==> src/rtl/cmodem_pkg.sv <==
package cmodem_pkg;
  typedef enum logic [1:0] {
    MODE_PARK = 2'd0,
    MODE_PLAY = 2'd1,
    MODE_REC  = 2'd2,
    MODE_IDLE = 2'd3
  } cm_mode_e;
endpackage

==> src/rtl/cmodem_mode.sv <==
module cmodem_mode
  import cmodem_pkg::*;
(
  input  logic     play_i,
  input  logic     rec_i,
  input  logic     line_sel_i,
  output cm_mode_e mode_o
);
  // play wins over record
  always_comb begin
    if (line_sel_i)  mode_o = MODE_PARK;
    else if (play_i) mode_o = MODE_PLAY;
    else if (rec_i)  mode_o = MODE_REC;
    else             mode_o = MODE_IDLE;
  end
endmodule

==> src/rtl/cmodem_phase.sv <==
module cmodem_phase
  import cmodem_pkg::*;
#(
  parameter logic PH_RST = 1'b1
) (
  input  logic     clk_i,
  input  logic     rst_ni,
  input  logic     tick_i,
  input  cm_mode_e mode_i,
  input  logic     diff_i,
  output logic     ph_o
);
  always_ff @(posedge clk_i or negedge rst_ni) begin
    if (!rst_ni) begin
      ph_o <= PH_RST;
    end else if (tick_i) begin
      unique case (mode_i)
        MODE_PLAY: if (ph_o) ph_o <= 1'b0;
                   else if (diff_i) ph_o <= 1'b1;
        MODE_REC:  ph_o <= ~ph_o;
        MODE_IDLE: ph_o <= 1'b1;
        default:   ph_o <= ph_o;
      endcase
    end
  end
endmodule

==> src/rtl/cmodem_rx.sv <==
module cmodem_rx
  import cmodem_pkg::*;
#(
  parameter logic REF_RST = 1'b0,
  parameter logic RXD_RST = 1'b1
) (
  input  logic     clk_i,
  input  logic     rst_ni,
  input  logic     tick_i,
  input  cm_mode_e mode_i,
  input  logic     ph_i,
  input  logic     lvl_i,
  output logic     diff_o,
  output logic     rxd_o,
  output logic     rxc_o
);
  logic ref_q;

  assign diff_o = lvl_i ^ ref_q;

  always_ff @(posedge clk_i or negedge rst_ni) begin
    if (!rst_ni) begin
      ref_q <= REF_RST;
      rxd_o <= RXD_RST;
      rxc_o <= 1'b0;
    end else begin
      rxc_o <= 1'b0;
      if (tick_i && mode_i == MODE_PLAY) begin
        if (ph_i) begin
          ref_q <= lvl_i;
        end else if (diff_o) begin
          rxd_o <= lvl_i; // rising edge gives 1, falling gives 0
          rxc_o <= 1'b1;
        end
      end
    end
  end
endmodule

==> src/rtl/cmodem_tx.sv <==
module cmodem_tx
  import cmodem_pkg::*;
#(
  parameter logic TAPE_RST = 1'b0,
  parameter logic LPH_RST  = 1'b1
) (
  input  logic     clk_i,
  input  logic     rst_ni,
  input  logic     tick_i,
  input  cm_mode_e mode_i,
  input  logic     ph_i,
  input  logic     txd_i,
  output logic     tape_o,
  output logic     txc_o
);
  logic line_ph_q;

  always_ff @(posedge clk_i or negedge rst_ni) begin
    if (!rst_ni) begin
      tape_o    <= TAPE_RST;
      txc_o     <= 1'b0;
      line_ph_q <= LPH_RST;
    end else begin
      txc_o <= 1'b0;
      if (tick_i) begin
        unique case (mode_i)
          MODE_REC: begin
            tape_o <= txd_i ^ ph_i;
            txc_o  <= ~ph_i;
          end
          MODE_IDLE: begin
            txc_o     <= ~line_ph_q;
            line_ph_q <= ~line_ph_q;
          end
          default: ;
        endcase
      end
    end
  end
endmodule

==> src/rtl/cmodem.sv <==
module cmodem
  import cmodem_pkg::*;
#(
  parameter logic TAPE_RST = 1'b0,
  parameter logic RXD_RST  = 1'b1
) (
  input  logic clk_i,
  input  logic rst_ni,
  input  logic tick_i,
  input  logic tape_lvl_i,
  input  logic play_i,
  input  logic rec_i,
  input  logic txd_i,
  input  logic line_sel_i,
  output logic tape_o,
  output logic rxd_o,
  output logic txc_o,
  output logic rxc_o
);
  localparam logic PH_RST  = 1'b1;
  localparam logic REF_RST = 1'b0;

  cm_mode_e mode;
  logic     tape_ph;
  logic     diff;

  cmodem_mode u_mode (
    .play_i(play_i), .rec_i(rec_i), .line_sel_i(line_sel_i), .mode_o(mode)
  );

  cmodem_phase #(.PH_RST(PH_RST)) u_phase (
    .clk_i(clk_i), .rst_ni(rst_ni), .tick_i(tick_i), .mode_i(mode),
    .diff_i(diff), .ph_o(tape_ph)
  );

  cmodem_rx #(.REF_RST(REF_RST), .RXD_RST(RXD_RST)) u_rx (
    .clk_i(clk_i), .rst_ni(rst_ni), .tick_i(tick_i), .mode_i(mode),
    .ph_i(tape_ph), .lvl_i(tape_lvl_i), .diff_o(diff), .rxd_o(rxd_o),
    .rxc_o(rxc_o)
  );

  cmodem_tx #(.TAPE_RST(TAPE_RST), .LPH_RST(PH_RST)) u_tx (
    .clk_i(clk_i), .rst_ni(rst_ni), .tick_i(tick_i), .mode_i(mode),
    .ph_i(tape_ph), .txd_i(txd_i), .tape_o(tape_o), .txc_o(txc_o)
  );
endmodule

==> config.mk <==
export PLATFORM = sky130hd
export DESIGN_NAME = cmodem
export DESIGN_NICKNAME = d
export VERILOG_FILES = /design/src/rtl/cmodem_pkg.sv /design/src/rtl/cmodem_mode.sv /design/src/rtl/cmodem_phase.sv /design/src/rtl/cmodem_rx.sv /design/src/rtl/cmodem_tx.sv /design/src/rtl/cmodem.sv
export SDC_FILE = /design/constraint.sdc
export NUM_CORES = 1
export LEC_CHECK = 0
export BUFFER_PORTS_ARGS = -buffer_cell sky130_fd_sc_hd__clkbuf_2
export CAP_MARGIN = 10
export CORE_AREA = 2 2 39 41
export DETAILED_ROUTE_END_ITERATION = 10
export DIE_AREA = 0 0 41 43
export GPL_TIMING_DRIVEN = 1
export SYNTH_ARGS = -nofsm -noshare
export SYNTH_HDL_FRONTEND = slang
export SYNTH_HIERARCHICAL = 1
export SYNTH_SLANG_ARGS = --single-unit
==> constraint.sdc <==
create_clock -name clk_i -period 3.67 [get_ports clk_i]
set_input_delay 0.5505 -clock clk_i [delete_from_list [all_inputs] [get_ports clk_i]]
set_output_delay 0.5505 -clock clk_i [all_outputs]
set_load 0.005 [all_outputs]
==> metrics <==
met3 wire length 45 um; Synth Area in XOR/XNOR 9.66%; CTS root buf clkbuf_4; period utilization 42.0%; Final Critical Period 1540 ps; CTS Buf Count 3; Die Y-Extent 43 um; core area 1380 um2; Slew headroom 64.0%; GRT Total Usage 9.37%; DR vias 262; predominant post-synthesis flop cell dfrtp_1; Seq cells post-synth 7; total die area 1760 um2; fmax 0.648 GHz; TritonCTS Sinks 7; Routed Antenna Nets 0; pre-CTS setup slack 1850 ps; Post-Synth Simple-Gate Area 19.3%; CP startpoint play_i; Placed Area 438 um2; total power 0.291 mW; number of I/O pins 12; global-route wire length before repair 1000 um; Post-Route M1 WL 267 um; Pre-antenna DRT Iters 2; Post-synth ARST share 100%; nets 51; Mapped Avg Cell Area 13.4 um2; Worst Setup End Kind flip-flop; FF-to-FF Start u_rx/ref_q$_DFFE_PN0P_; EDFF count, synth 0; Clock Latency Late Sink 240 ps; vias per cell 4.52; Clock Tree Buf Depth 2; met2 WL post-DR 277 um; fraction of layout cells with a size suffix above 1 50.0%; Yosys cell types 19; synthesis-to-layout area growth 27.9%; hpwl dp 472 um; critical path arrival 1710 ps; # DRC 0; crit-path max FO 7; number of synthesis warnings 6; outcome complete, no violations; sequential area share after synthesis 49.3%; Hold Crit Class in -> async; wire per inst 10.5 um; post-synthesis cell count 27; GRT overflow 0; setup slack after layout 2130 ps; I/O Buffers 11; top layer in use met4; CTS tree done; final instance area 464 um2; number of global-route vias before repair 244; largest family of logic cells by synthesized area simple AND/OR/NAND/NOR gates; num rows 14; Fin. Hold Viols 0; Final Util 33.5%; RePlAce Congestion 0.678; mux cell area share after synthesis 13.1%; Pwr per Cell Area 626 nW/um2; Worst-path clk slew 50 ps; final wirelength 609 um; Adder-Cell Fraction of Synth Area 0%; Crit Path Class in -> reg; Iter 0 DRT Violations 1; Leak 0.239 nW; Diodes inserted 0; startpoint type of the worst setup path input port; fin. max-slew vios 0; VDD IR-drop max 0.000130 V; Synthesized Nets 35; CTS Hold Bufs 0; initial core utilization 26.2%; post-CTS setup buffers 0; post-synthesis compound-gate area fraction 7.59%; RSZ-0062 raised after global routing no; final setup skew 0.366 ps; setup_tns 0 ps; # setup viols final 0; H-tree depth 1; largest net degree at the start of global routing 8; Max Cap Viol 0; Worst-Margin Slew 539 ps; Post-CTS Resized 0; width of the die 41 um; initial antenna violation count 0; Netlist Area Pre-Place 363 um2; CP required 3840 ps
-- worst paths after layout --
kind,endpoint,cells after the start,slack [ps]
hold reg to reg,u_tx/line_ph_q$_DFFE_PN1P_,1,490
hold / removal,u_rx/rxc_o$_DFF_PN0_,1,130
min in group clk_i,u_tx/line_ph_q$_DFFE_PN1P_,1,490
max in group asynchronous,u_tx/line_ph_q$_DFFE_PN1P_,1,3300
setup reg to reg,u_rx/rxd_o$_DFFE_PN1P_,3,2420
setup / recovery,u_rx/rxd_o$_DFFE_PN1P_,6,2130
-- synthesized netlist by cell type (2+ instances only) --
library cell  count  area, um2
xor2_1            3       26.3
dfstp_2           3       78.8
mux2_1            2       22.5
dfrtp_1           4        100
-- worst max-delay path, cell delays in order --
cell	delay, ps
clkbuf_2	90
inv_1	40
a21oi_2	300
nand3b_1	180
nor3b_4	210
mux2_1	340
-- kinds of logic (layout without fill, tap and decap cells) --
family                    count (synthesis)  after routing
buffers and inverters                     1             16
and+or+nand+nor                           7              7
AOI/OAI and AO/OA                         4              4
muxes                                     4              4
DFF                                       7              7
xor gates and xnor gates                  4              4
-- area by class of cell --
type                            instances  area [um2]
Timing Repair Buffer                   11        55.1
Sequential cell                         7         179
Clock buffer                            4        26.3
Tap cell                               16        20.0
Inverter                                1        3.75
Fill cell                             149         920
Multi-Input combinational cell         19         180
-- per-layer routing --
metal | up-vias | global-route usage (%)
met5 | - | 0
met4 | 0 | 14.0
met3 | 2 | 1.57
met2 | 12 | 10.9
met1 | 123 | 11.0
li1 | 125 | -
-- where the power goes --
part / leakage, nW / total [mW] / internal [mW] / switching (mW)
logic: 0.141 / 0.0784 / 0.0485 / 0.0299
registers: 0.0830 / 0.145 / 0.119 / 0.0257
clock network: 0.0150 / 0.0675 / 0.0413 / 0.0262
total: 0.239 / 0.291 / 0.209 / 0.0818
-- stage by stage --
step | hold slack [ps] | cells
after floorplan | 255 | 27
after global placement | 393 | 54
after detailed placement | 398 | 54
after CTS | 125 | 58
after global routing | 125 | 58
final | 134 | 58
-- layout by cell type, fill, tap and decap left out, drive strengths merged, types with 2 or more instances in the layout --
master	count
dfstp	3
xor2	3
mux2	3
a21oi	2
clkbuf	15
dfrtp	4
nand3b	2
-- state kept, by name, indices dropped and copies added (netlist names) --
name / flops
u_rx/ref_q: 1
u_tx/tape_o: 1
u_rx/rxc_o: 1
u_phase/ph_o: 1
u_tx/txc_o: 1
u_tx/line_ph_q: 1
u_rx/rxd_o: 1
No activity file was read; power rests on OpenSTA's default activity.
